### src/rtl/vfcm_pkg.sv
// Package: shared predicate codes and lane classification record for the
// packed compare unit. Assumes the predicate encoding is fixed at 3 bits.
package vfcm_pkg;

    localparam int PRED_W = 3;

    typedef enum logic [PRED_W-1:0] {
        PRED_EQ    = 3'd0,
        PRED_LT    = 3'd1,
        PRED_LE    = 3'd2,
        PRED_UNORD = 3'd3,
        PRED_NEQ   = 3'd4,
        PRED_NLT   = 3'd5,
        PRED_NLE   = 3'd6,
        PRED_ORD   = 3'd7
    } pred_e;

    typedef struct packed {
        logic sign;
        logic is_zero;
        logic is_denorm;
        logic is_nan;
        logic is_qnan;
        logic is_snan;
    } fclass_t;

endpackage

### src/rtl/vfcm_classify.sv
// Module: vfcm_classify
// Splits one floating-point word into sign and magnitude and classifies it
// (zero, denormal, quiet or signaling NaN). Assumes the top fraction bit is
// the quiet bit. Purely combinational.
module vfcm_classify
    import vfcm_pkg::*;
#(
    parameter int EXP_W = 8,
    parameter int MAN_W = 23
) (
    input  logic [EXP_W+MAN_W:0]   val_i,
    output fclass_t                cls_o,
    output logic [EXP_W+MAN_W-1:0] mag_o
);
    localparam int MAG_W = EXP_W + MAN_W;

    logic [EXP_W-1:0] exp_f;
    logic [MAN_W-1:0] man_f;
    logic             exp_ones;
    logic             exp_zero;
    logic             man_nz;

    // field extraction
    assign exp_f    = val_i[MAG_W-1 -: EXP_W];
    assign man_f    = val_i[MAN_W-1:0];
    assign exp_ones = &exp_f;
    assign exp_zero = ~|exp_f;
    assign man_nz   = |man_f;
    assign mag_o    = val_i[MAG_W-1:0];

    // class decode
    always_comb begin
        cls_o.sign      = val_i[MAG_W];
        cls_o.is_zero   = exp_zero & ~man_nz;
        cls_o.is_denorm = exp_zero & man_nz;
        cls_o.is_nan    = exp_ones & man_nz;
        cls_o.is_qnan   = exp_ones & man_f[MAN_W-1];
        cls_o.is_snan   = exp_ones & man_nz & ~man_f[MAN_W-1];
    end

endmodule

### src/rtl/vfcm_lane.sv
// Module: vfcm_lane
// Compares one lane pair under the selected predicate and produces the
// lane hit bit plus the lane's invalid and denormal conditions.
// Assumes sign-magnitude encoding; combinational only.
module vfcm_lane
    import vfcm_pkg::*;
#(
    parameter int EXP_W = 8,
    parameter int MAN_W = 23
) (
    input  logic [EXP_W+MAN_W:0] a_i,
    input  logic [EXP_W+MAN_W:0] b_i,
    input  logic [PRED_W-1:0]    pred_i,
    output logic                 hit_o,
    output logic                 inv_o,
    output logic                 den_o
);
    localparam int MAG_W = EXP_W + MAN_W;

    fclass_t          ca, cb;
    logic [MAG_W-1:0] mag_a, mag_b;
    pred_e            pcode;
    logic             unord, both_zero, eq, lt, sig_pred;

    vfcm_classify #(.EXP_W(EXP_W), .MAN_W(MAN_W)) u_cls_a (
        .val_i (a_i),
        .cls_o (ca),
        .mag_o (mag_a)
    );

    vfcm_classify #(.EXP_W(EXP_W), .MAN_W(MAN_W)) u_cls_b (
        .val_i (b_i),
        .cls_o (cb),
        .mag_o (mag_b)
    );

    // relation terms shared by all predicates
    assign pcode     = pred_e'(pred_i);
    assign unord     = ca.is_nan | cb.is_nan;
    assign both_zero = ca.is_zero & cb.is_zero;
    assign eq        = both_zero | (a_i == b_i);

    // sign-magnitude less-than for non-NaN operands
    always_comb begin
        if (both_zero)
            lt = 1'b0;
        else if (ca.sign != cb.sign)
            lt = ca.sign;
        else if (!ca.sign)
            lt = (mag_a < mag_b);
        else
            lt = (mag_a > mag_b);
    end

    // predicate select
    always_comb begin
        case (pcode)
            PRED_EQ:    hit_o = ~unord & eq;
            PRED_LT:    hit_o = ~unord & lt;
            PRED_LE:    hit_o = ~unord & (lt | eq);
            PRED_UNORD: hit_o = unord;
            PRED_NEQ:   hit_o = unord | ~eq;
            PRED_NLT:   hit_o = unord | ~lt;
            PRED_NLE:   hit_o = unord | ~(lt | eq);
            default:    hit_o = ~unord;
        endcase
    end

    // ordering predicates are the ones that trap on quiet NaN
    assign sig_pred = (pcode == PRED_LT)  | (pcode == PRED_LE) |
                      (pcode == PRED_NLT) | (pcode == PRED_NLE);
    assign inv_o    = ca.is_snan | cb.is_snan |
                      ((ca.is_qnan | cb.is_qnan) & sig_pred);
    assign den_o    = ca.is_denorm | cb.is_denorm;

endmodule

### src/rtl/vec_fcmp_mask.sv
// Module: vec_fcmp_mask (top)
// Packed floating-point compare: LANES parallel lane comparators, mask
// expansion, flag OR-reduction and a single output register stage.
// Assumes a synchronous active-low reset; one result per in_valid.
module vec_fcmp_mask
    import vfcm_pkg::*;
#(
    parameter int LANES = 4,
    parameter int EXP_W = 8,
    parameter int MAN_W = 23
) (
    input  logic                               clk,
    input  logic                               rst_n,
    input  logic                               in_valid,
    input  logic [LANES*(EXP_W+MAN_W+1)-1:0]   opa,
    input  logic [LANES*(EXP_W+MAN_W+1)-1:0]   opb,
    input  logic [PRED_W-1:0]                  pred,
    output logic                               out_valid,
    output logic [LANES*(EXP_W+MAN_W+1)-1:0]   mask,
    output logic                               flag_invalid,
    output logic                               flag_denorm
);
    localparam int FW = EXP_W + MAN_W + 1;
    localparam int VW = LANES * FW;

    logic [LANES-1:0] hit, inv, den;
    logic [VW-1:0]    mask_d;

    for (genvar l = 0; l < LANES; l++) begin : g_lane
        vfcm_lane #(.EXP_W(EXP_W), .MAN_W(MAN_W)) u_lane (
            .a_i    (opa[l*FW +: FW]),
            .b_i    (opb[l*FW +: FW]),
            .pred_i (pred),
            .hit_o  (hit[l]),
            .inv_o  (inv[l]),
            .den_o  (den[l])
        );
        // widen the lane hit into a full-word mask
        assign mask_d[l*FW +: FW] = {FW{hit[l]}};
    end

    // output stage: capture on in_valid, hold otherwise
    always_ff @(posedge clk) begin
        if (!rst_n) begin
            out_valid    <= 1'b0;
            mask         <= '0;
            flag_invalid <= 1'b0;
            flag_denorm  <= 1'b0;
        end else begin
            out_valid <= in_valid;
            if (in_valid) begin
                mask         <= mask_d;
                flag_invalid <= |inv;
                flag_denorm  <= |den;
            end
        end
    end

endmodule

### config.mk
export PLATFORM = sky130hd
export DESIGN_NAME = vec_fcmp_mask
export DESIGN_NICKNAME = d
export VERILOG_FILES = /design/src/rtl/vfcm_pkg.sv /design/src/rtl/vfcm_classify.sv /design/src/rtl/vfcm_lane.sv /design/src/rtl/vec_fcmp_mask.sv
export SDC_FILE = /design/constraint.sdc
export NUM_CORES = 1
export LEC_CHECK = 0
export BUFFER_PORTS_ARGS = -buffer_cell sky130_fd_sc_hd__buf_2
export CAP_MARGIN = 20
export CORE_AREA = 2 2 153 155
export DETAILED_ROUTE_END_ITERATION = 10
export DIE_AREA = 0 0 155 157
export PLACE_DENSITY = 0.7
export SYNTH_ARGS = -nofsm -noshare
export SYNTH_HDL_FRONTEND = slang
export SYNTH_HIERARCHICAL = 1
export SYNTH_SLANG_ARGS = --single-unit
### constraint.sdc
create_clock -name clk -period 3.9 [get_ports clk]
set_input_delay 1.17 -clock clk [delete_from_list [all_inputs] [get_ports clk]]
set_output_delay 1.17 -clock clk [all_outputs]
set_load 0.1 [all_outputs]
==> results of run 1 <==
==> where the power goes <==
group | switching [mW] | internal [mW] | total, mW
sequential | 0.0295 | 0.0778 | 0.107
clock | 0.0493 | 0.137 | 0.186
combinational | 1.46 | 0.409 | 1.87
==> layout make-up <==
| cell class | instances | area [sq um] |
|---|---|---|
| fill | 2352 | 13970 |
| multi-input combinational | 706 | 5502 |
| timing repair buffer | 392 | 1962 |
| inverter | 132 | 495.5 |
| tap | 285 | 356.6 |
| sequential | 7 | 140.1 |
| clock buffer | 4 | 78.83 |
==> cells by family after synthesis <==
logic type | synth area share (%)
buf+inv | 37.32
simple gates | 19.34
compound gates | 10.87
xor+xnor | 13.23
fa+ha+maj | 17.24
flops | 1.557
mux | 0.4448
==> tightest hold or removal path: stages (launching register included) <==
cell	delay [ps]
sky130_fd_sc_hd__dfxtp_1	310
sky130_fd_sc_hd__o21ai_0	130
sky130_fd_sc_hd__a21oi_1	40
==> state kept, by name (all words and copies together), names as in the netlist <==
| name | flops |
|---|---|
| mask | 4 |
| out_valid | 1 |
| flag_invalid | 1 |
| flag_denorm | 1 |
==> through the flow <==
stage                     setup slack, ps  hold WS (ps)  cell area (sq um)  instances  utilization [%]
after global routing                400.4         543.2               8534       1526            37.93
final                               593.2         528.0               8534       1526            37.93
after floorplan                     624.3         986.3               9001       1226                -
after global placement              453.3         509.4               8456       1522            37.58
after CTS                           611.8         527.2               8534       1526            37.93
after detailed placement            372.7         521.8               8456       1522            37.58
==> cell usage after synthesis, drive strengths merged <==
cell    instances
nand4          60
buf           381
nor4           75
nand2          32
a21o            9
a21oi          69
nor2b           4
a211o           4
o21ai          21
o211a           4
mux2i           4
o41a            3
nor3           12
ha            124
o31ai           5
and2            1
o211ai          7
inv           132
a21boi          4
dfxtp           7
xnor2          36
a221o           3
nand3b          4
a211oi         15
a221oi          1
o31a            4
nand2b          4
nor2           35
or2            15
and4           16
a31o            2
nand3          16
o22ai           1
or4            16
xor2          100
==> per-layer routing <==
metal  track usage (%)  vias up
li1                  -     3916
met1             25.18     3633
met2             34.26      359
met3             1.735       20
met4             3.351        0
met5                 0        -
==> worst paths after layout <==
path	slack, ps	start	endpoint
worst max register to register	2680	mask[95]$_SDFFE_PN0P_	mask[95]$_SDFFE_PN0P_
worst max-delay path	590	opb[65]	mask[95]$_SDFFE_PN0P_
worst min-delay path	530	flag_invalid$_SDFFE_PN0P_	flag_invalid$_SDFFE_PN0P_
worst min register to register	530	flag_invalid$_SDFFE_PN0P_	flag_invalid$_SDFFE_PN0P_
==> results.sh, run 1 <==
export IMPL_hold_path_cell_count=2
export IMPL_cts_root_buffer="sky130_fd_sc_hd__clkbuf_16"
export IMPL_clk_pin_slew_ps=40
export IMPL_track_usage_pct=19.12
export IMPL_routed_top_layer="met4"
export IMPL_post_synth_cell_area_avg_sq_um=7.342
export IMPL_numCtsBuffers=3
export IMPL_drt_vias_per_instance=5.195
export IMPL_critPathMaxFanout=4
export IMPL_worstSetupPathDepth=12
export IMPL_die_area_sq_mm=0.02434
export IMPL_layout_min_cycle_time_ps=3307
export IMPL_boundaryPins=393
export IMPL_syn_cell_area_sq_mm=0.009001
export IMPL_worst_setup_path_type="in2reg"
export IMPL_grt_first_pass_wirelength_mm=37.74
export IMPL_cts_resized=0
export IMPL_clock_sink_count=7
export IMPL_drt_antenna_violating_nets=0
export IMPL_synth_cell_types=43
export IMPL_rsz0062_at_grt="false"
export IMPL_path_common_cell="sky130_fd_sc_hd__a21oi_1"
export IMPL_initial_core_util_pct=40.00
export IMPL_layout_area_overhead_vs_synth_pct=-5.185
export IMPL_power_static_leakage_nw=4.673
export IMPL_total_power_mw=2.162
export IMPL_pin_count_of_the_biggest_net_entering_global_routing=34
export IMPL_relSlewSlack_pct=42.78
export IMPL_yosysWarnings=6
export IMPL_crit_chain="buf_2 > nor4_1 > and4_1 > a21oi_1 > a211oi_1 > nand2_1 > a21oi_1 > nand2b_1 > o211a_1 > xnor2_1 > mux2i_1 > nor2b_1"
export IMPL_timing_critical_path_max_delay_family="simple AND/OR/NAND/NOR gates"
export IMPL_clockBufferDepth=2
export IMPL_post_route_cells_drive_above_1_share_pct=34.00
export IMPL_initialDrtViolationCount=329
export IMPL_wl_met2_mm=12.00
export IMPL_fmaxAchievable_ghz=0.3024
export IMPL_crit_path_end_kind="flop"
export IMPL_setup_violations_final=0
export IMPL_layout_nets=1628
export IMPL_ant_diodes=0
export IMPL_outcome="finished, final reports clean"
export IMPL_coreArea_sq_mm=0.02250
export IMPL_cp_data_arrival_time_ps=3430
export IMPL_synth_cells=1226
export IMPL_cts_post_setup_buffers_inserted=0
export IMPL_path_type_of_the_worst_min_delay_path="reg2reg"
export IMPL_dpl_hpwl_mm=22.31
export IMPL_max_cap_viol_count=0
export IMPL_grt_ovfl_total=0
export IMPL_ratio_of_final_minimum_period_to_clock_period_pct=84.79
export IMPL_largest_cells_by_area_after_synthesis="sky130_fd_sc_hd__buf_4 (32%), sky130_fd_sc_hd__ha_1 (17%), sky130_fd_sc_hd__xor2_1 (9.7%)"
export IMPL_io_buffers=392
export IMPL_timing_critical_path_slowest_cell_delay_ps=430
export IMPL_netlist_area_leader_share_pct=31.69
export IMPL_final_common_cell="sky130_fd_sc_hd__buf_2"
export IMPL_worst_path_max_delay_cell="sky130_fd_sc_hd__nor4_1"
export IMPL_syn_nets=1612
export IMPL_post_route_drc_count=0
export IMPL_die_width_um=155
export IMPL_dieHeight_um=157
export IMPL_met1_length_mm=10.98
export IMPL_synth_seq_cells=7
export IMPL_ir_worst_vdd_uv=184.1
export IMPL_placement_rows=55
export IMPL_cts_tree="done"
export IMPL_insertion_delay_ps=240
export IMPL_worst_ep_required_time_ps=4030
export IMPL_finClkSkew_ps=0
export IMPL_tightest_slew_ps=857.2
export IMPL_yosysTopAreaCell="sky130_fd_sc_hd__buf_4"
export IMPL_final_number_of_hold_violating_endpoints=0
export IMPL_routabilityCongestion=0.9698
export IMPL_detailedRoute_firstPassIterationCount=4
export IMPL_yosysSeqAreaShare_pct=1.557
export IMPL_antenna_found_initial=0
export IMPL_cts_htree_levels=1
export IMPL_grt_pass1_vias=7405
export IMPL_timing_setup_tns_ps=0
export IMPL_count_of_final_max_slew_check_failures=0
export IMPL_timing_critical_path_from_type="input pin"
export IMPL_worst_path_buf_inv=1
export IMPL_worst_r2r_path_depth=2
export IMPL_route_vias_total=7928
export IMPL_postCtsHoldBufs=0
export IMPL_post_drt_wl_per_cell_um=16.27
export IMPL_total_power_per_unit_cell_area_mw_per_mm2=253.4
export IMPL_routed_wl_mm=24.82
export IMPL_final_cell_mix="sky130_fd_sc_hd__buf_2 (392), sky130_fd_sc_hd__inv_1 (132), sky130_fd_sc_hd__ha_1 (124)"
export IMPL_met3_wirelength_mm=1.580
Power figures use the tool's default switching activity.
==> inputs of run 2 (changes only) <==
- CORE_AREA: 2 2 153 155 -> 2 2 152 154
- DIE_AREA: 0 0 155 157 -> 0 0 154 156
- PLACE_DENSITY: 0.7 -> 0.73
- clock period: 3.9 -> 2.9 ns (I/O delays scaled with it)
==> run 2 against run 1 <==
Net effect:
- clock-buffer cell count unchanged
- final cell count up 16%
- via count is 12% higher
- clock power increased by 33%
- total power grew 48%
- critical path type unchanged
- critical endpoint is now mask[31]$_SDFFE_PN0P_
- largest power group unchanged
==> results.sh, run 2 (synthesis results as in run 1) <==
export IMPL_hold_path_cell_count=2
export IMPL_clk_pin_slew_ps=40
export IMPL_dpl_instance_area_sq_mm=0.01033
export IMPL_tightest_slew_ps=814.5
export IMPL_final_common_cell="sky130_fd_sc_hd__buf_2"
export IMPL_die_area_sq_mm=0.02402
export IMPL_detailedRoute_firstPassIterationCount=7
export IMPL_power_static_leakage_nw=5.860
export IMPL_timing_critical_path_max_delay_family="simple AND/OR/NAND/NOR gates"
export IMPL_final_cell_mix="sky130_fd_sc_hd__buf_2 (389), sky130_fd_sc_hd__buf_4 (240), sky130_fd_sc_hd__inv_1 (124)"
export IMPL_largest_reg_flops=4
export IMPL_timing_critical_path_from_type="input pin"
export IMPL_post_drt_wl_per_cell_um=15.34
export IMPL_die_width_um=154
export IMPL_register_area_sq_um=140.1
export IMPL_cts_root_buffer="sky130_fd_sc_hd__clkbuf_16"
export IMPL_insertion_delay_ps=230
export IMPL_multi_input_area_sq_mm=0.005758
export IMPL_rsz0062_at_grt="true"
export IMPL_antenna_found_initial=1
export IMPL_worstSetupPathDepth=12
export IMPL_drt_vias_per_instance=5.004
export IMPL_timing_critical_path_slowest_cell_delay_ps=400
export IMPL_postCtsHoldBufs=0
export IMPL_setup_violations_final=0
export IMPL_io_buffers=392
export IMPL_crit_path_end_kind="flop"
export IMPL_finClkSkew_ps=0
export IMPL_layout_nets=1868
export IMPL_ir_worst_vdd_uv=226.1
export IMPL_utilization_pct=47.46
export IMPL_worst_ep_required_time_ps=3020
export IMPL_coreArea_sq_mm=0.02237
export IMPL_max_cap_viol_count=0
export IMPL_final_number_of_hold_violating_endpoints=0
export IMPL_routabilityCongestion=0.9621
export IMPL_cts_post_setup_buffers_inserted=0
export IMPL_cp_data_arrival_time_ps=2970
export IMPL_placement_rows=55
export IMPL_ratio_of_final_minimum_period_to_clock_period_pct=98.10
export IMPL_pin_count_of_the_biggest_net_entering_global_routing=34
export IMPL_layout_min_cycle_time_ps=2845
export IMPL_fmaxAchievable_ghz=0.3515
export IMPL_dieHeight_um=156
export IMPL_total_power_per_unit_cell_area_mw_per_mm2=301.1
export IMPL_cts_tree="done"
export IMPL_cts_htree_levels=1
export IMPL_worst_r2r_path_depth=3
export IMPL_clockBufferDepth=2
export IMPL_path_type_of_the_worst_min_delay_path="reg2reg"
export IMPL_clock_sink_count=7
export IMPL_worst_setup_path_type="in2reg"
export IMPL_post_route_cells_drive_above_1_share_pct=47.20
export IMPL_count_of_final_max_slew_check_failures=0
export IMPL_worst_path_buf_inv=1
export IMPL_boundaryPins=393
export IMPL_crit_chain="buf_2 > nor4_2 > and4_1 > a21oi_1 > a211oi_2 > nand2_1 > a21oi_2 > nand2b_1 > o211a_1 > xnor2_1 > mux2i_1 > nor2b_1"
export IMPL_timing_setup_tns_ps=0
export IMPL_drt_antenna_violating_nets=0
export IMPL_routed_wl_mm=27.10
export IMPL_grt_ovfl_total=0
export IMPL_dpl_hpwl_mm=24.27
export IMPL_post_route_drc_count=0
export IMPL_grt_pass1_vias=8650
export IMPL_initialDrtViolationCount=400
export IMPL_initial_core_util_pct=40.25
export IMPL_track_usage_pct=21.04
export IMPL_final_cell_area_sq_mm=0.01061
export IMPL_relSlewSlack_pct=45.62
export IMPL_worst_path_max_delay_cell="sky130_fd_sc_hd__nor4_2"
export IMPL_fillCellCount=2185
export IMPL_numCtsBuffers=3
export IMPL_largest_register="mask"
export IMPL_route_vias_total=8842
export IMPL_layout_area_overhead_vs_synth_pct=17.92
export IMPL_critPathMaxFanout=3
export IMPL_outcome="finished, final reports clean"
export IMPL_grt_first_pass_wirelength_mm=41.60
run 2: tightest hold or removal path, cell delays in order (launching register included):
cell and delay, ps:
sky130_fd_sc_hd__dfxtp_1 310, sky130_fd_sc_hd__o21ai_0 70, sky130_fd_sc_hd__a21oi_1 100
run 2: worst paths after layout:
kind,to,slack [ps],startpoint
hold / removal,flag_invalid$_SDFFE_PN0P_,520,flag_invalid$_SDFFE_PN0P_
setup reg to reg,mask[96]$_SDFFE_PN0P_,1600,mask[96]$_SDFFE_PN0P_
hold reg to reg,flag_invalid$_SDFFE_PN0P_,520,flag_invalid$_SDFFE_PN0P_
setup / recovery,mask[31]$_SDFFE_PN0P_,50,opa[1]
run 2: timing repair:
item | CTS | global route
resized for setup | 1 | 39
endpoints found under the setup margin | 1 | 4
pin swaps | 0 | 6
run 2: stage by stage:
stage	std cells	setup WS (ps)	hold slack, ps	power (mW)
CTS	1766	31.39	533.7	3.173
global route	1767	-68.65	562.2	3.370
floorplan	1226	3.288	986.3	2.512
global placement	1762	-199.2	505.9	2.871
detailed placement	1762	-231.1	520.6	2.905
finish	1767	54.98	522.4	3.196
run 2: layout make-up:
| class | instances | share of cell area, % |
|---|---|---|
| Antenna cell | 1 | 0.02358 |
| Multi-Input combinational cell | 706 | 54.25 |
| Inverter | 132 | 4.668 |
| Timing Repair Buffer | 632 | 35.64 |
| Clock buffer | 4 | 0.7427 |
| Tap cell | 285 | 3.360 |
| Sequential cell | 7 | 1.320 |
run 2: routing by layer:
layer / vias up / wire (um) / global-route usage (%)
met5: - / 0 / 0
met1: 4041 / 11660 / 26.69
li1: 4407 / - / -
met2: 357 / 13510 / 39.31
met3: 37 / 1487 / 1.667
met4: 0 / 435 / 3.471
run 2: power by group:
part           switching (mW)  leakage, nW  internal, mW
combinational            2.06         5.76         0.767
sequential             0.0209       0.0579         0.105
clock                  0.0641       0.0382         0.184
total                    2.14         5.86          1.06
==> inputs of run 3 (changes only) <==
- CORE_AREA: 2 2 152 154 -> 2 2 153 155
- DIE_AREA: 0 0 154 156 -> 0 0 155 157
- PLACE_DENSITY: 0.73 -> 0.7
- REMOVE_ABC_BUFFERS: not set -> 1
- clock period: 2.9 -> 3.62 ns (I/O delays scaled with it)
==> run 3 against run 2 <==
Net effect:
- critical path depth unchanged
- critical endpoint is now mask[96]$_SDFFE_PN0P_
- highest routed layer unchanged
- sequential power down 9.5%
- total power down 27%
- first-iteration DRC count up 27%
- clock skew unchanged
- largest cell class unchanged
- setup slack better by 400 ps
- sequential cell count unchanged
- clock power down 17%
- via count down 10%
==> results.sh, run 3 (synthesis results as in run 1) <==
export IMPL_grt_ovfl_total=0
export IMPL_routed_wl_mm=25.70
export IMPL_clk_pin_slew_ps=50
export IMPL_power_frac_clock_pct=8.8
export IMPL_timing_critical_path_from_type="input pin"
export IMPL_cts_tree="done"
export IMPL_drt_vias_per_instance=5.217
export IMPL_die_width_um=155
export IMPL_cts_post_setup_buffers_inserted=0
export IMPL_track_usage_pct=19.68
export IMPL_largest_reg_flops=4
export IMPL_initialDrtViolationCount=509
export IMPL_crit_chain="buf_2 > or4_4 > nor2_2 > a21oi_1 > a211o_1 > nor2_1 > o21ai_0 > a31o_1 > o22ai_2 > xor2_1 > mux2i_1 > nor2b_1"
export IMPL_worst_path_max_delay_cell="sky130_fd_sc_hd__or4_4"
export IMPL_die_area_sq_mm=0.02434
export IMPL_setup_violations_final=0
export IMPL_worst_ep_required_time_ps=3800
export IMPL_route_vias_total=7961
export IMPL_timing_setup_tns_ps=0
export IMPL_count_of_final_max_slew_check_failures=0
export IMPL_cts_root_buffer="sky130_fd_sc_hd__clkbuf_16"
export IMPL_worst_setup_path_type="in2reg"
export IMPL_regToRegStartpoint="mask[63]$_SDFFE_PN0P_"
export IMPL_coreArea_sq_mm=0.02250
export IMPL_fmaxAchievable_ghz=0.3160
export IMPL_rsz0062_at_grt="false"
export IMPL_numCtsBuffers=3
export IMPL_boundaryPins=393
export IMPL_ant_diodes=0
export IMPL_pin_count_of_the_biggest_net_entering_global_routing=34
export IMPL_layout_area_overhead_vs_synth_pct=-5.185
export IMPL_total_power_per_unit_cell_area_mw_per_mm2=274.1
export IMPL_outcome="finished, final reports clean"
export IMPL_cp_data_arrival_time_ps=3340
export IMPL_grt_first_pass_wirelength_mm=38.56
export IMPL_power_static_leakage_nw=4.673
export IMPL_max_cap_viol_count=0
export IMPL_final_number_of_hold_violating_endpoints=0
export IMPL_tightest_slew_ps=847.7
export IMPL_sw_frac_of_total_pct=71.27
export IMPL_insertion_delay_ps=240
export IMPL_crit_path_end_kind="flop"
export IMPL_post_route_cells_drive_above_1_share_pct=34.00
export IMPL_post_route_drc_count=0
export IMPL_cts_htree_levels=1
export IMPL_initial_core_util_pct=40.00
export IMPL_final_common_cell="sky130_fd_sc_hd__buf_2"
export IMPL_ir_worst_vdd_uv=205.7
export IMPL_drt_antenna_violating_nets=0
export IMPL_detailedRoute_firstPassIterationCount=5
export IMPL_antenna_found_initial=0
export IMPL_final_cell_area_sq_mm=0.008534
export IMPL_timing_critical_path_slowest_cell_delay_ps=530
export IMPL_internal_power_component_uw=672.0
export IMPL_largest_register="mask"
export IMPL_cts_resized=0
export IMPL_utilization_pct=37.93
export IMPL_power_sequential_fraction_pct=4.9
export IMPL_path_type_of_the_worst_min_delay_path="reg2reg"
export IMPL_ratio_of_final_minimum_period_to_clock_period_pct=87.43
export IMPL_post_drt_wl_per_cell_um=16.84
export IMPL_grt_pass1_vias=7347
export IMPL_layout_nets=1628
export IMPL_power_frac_comb_pct=86.3
export IMPL_dieHeight_um=157
export IMPL_routabilityCongestion=0.9429
export IMPL_io_buffers=392
export IMPL_worstHoldStart="flag_denorm$_SDFFE_PN0P_"
export IMPL_finClkSkew_ps=0
export IMPL_final_cell_mix="sky130_fd_sc_hd__buf_2 (392), sky130_fd_sc_hd__inv_1 (132), sky130_fd_sc_hd__ha_1 (124)"
export IMPL_layout_min_cycle_time_ps=3165
export IMPL_clockBufferDepth=2
export IMPL_total_power_mw=2.339
export IMPL_dpl_hpwl_mm=22.85
export IMPL_critPathMaxFanout=4
export IMPL_placement_rows=55
export IMPL_netSwitchingPower_mw=1.667
export IMPL_postCtsHoldBufs=0
export IMPL_clock_sink_count=7
export IMPL_relSlewSlack_pct=43.41
export IMPL_dpl_instance_area_sq_mm=0.008456
export IMPL_fillCellCount=2431
export IMPL_hold_slack_ps=532.6
export IMPL_setup_worst_path_start="opb[100]"
==> run 3: changes by cell type in the layout (fill, tap and decap cells not counted), moves of 5 or more <==
cell and delta:
sky130_fd_sc_hd__nor2_2 +5, sky130_fd_sc_hd__a21oi_1 +8, sky130_fd_sc_hd__buf_4 -240, sky130_fd_sc_hd__inv_1 +8
sky130_fd_sc_hd__inv_2 -8, sky130_fd_sc_hd__ha_4 -11, sky130_fd_sc_hd__nor2_4 -5, sky130_fd_sc_hd__a21oi_2 -7
sky130_fd_sc_hd__ha_1 +12
==> run 3: power groups by stage <==
stage | clock, mW | sequential (mW) | combinational, mW
floorplan | 0 | 1.04 | 0.405
detailed placement | 0 | 0.117 | 2.01
global route | 0.222 | 0.120 | 2.13
CTS | 0.218 | 0.116 | 2.02
global placement | 0 | 0.116 | 2.00
finish | 0.207 | 0.114 | 2.02
==> run 3: final timing paths <==
| kind | to | slack (ps) | cells past startpoint |
|---|---|---|---|
| min reg2reg | flag_denorm$_SDFFE_PN0P_ | 530 | 2 |
| max | mask[96]$_SDFFE_PN0P_ | 460 | 12 |
| min | flag_denorm$_SDFFE_PN0P_ | 530 | 2 |
| max reg2reg | mask[63]$_SDFFE_PN0P_ | 2410 | 2 |
==> run 3: worst max-delay path: cells and delay by family <==
kind	cells	cell delay [ps]
simple gates	4	1010
buf+inv	1	130
xor+xnor	1	190
compound gates	5	840
mux	1	90
==> run 3: per-stage QoR <==
| step | setup WS, ps | cells |
|---|---|---|
| finish | 455.2 | 1526 |
| global route | 223.6 | 1526 |
| CTS | 480.7 | 1526 |
| detailed placement | 231.3 | 1522 |
| global placement | 258.2 | 1522 |
| floorplan | -18620 | 845 |
==> run 3: layer usage <==
layer | track usage [%] | up-vias | share of wire (%)
li1 | - | 3924 | -
met1 | 26.40 | 3617 | 44
met2 | 34.77 | 395 | 47
met3 | 2.478 | 25 | 7.9
met4 | 2.072 | 0 | 0.91
met5 | 0 | - | 0
==> run 3: layout make-up <==
cell class	count	area (sq um)	share of cell area, %
Timing Repair Buffer	392	1962	22.99
Tap cell	285	356.6	4.178
Sequential cell	7	140.1	1.642
Multi-Input combinational cell	706	5502	64.46
Inverter	132	495.5	5.806
Clock buffer	4	78.83	0.9236
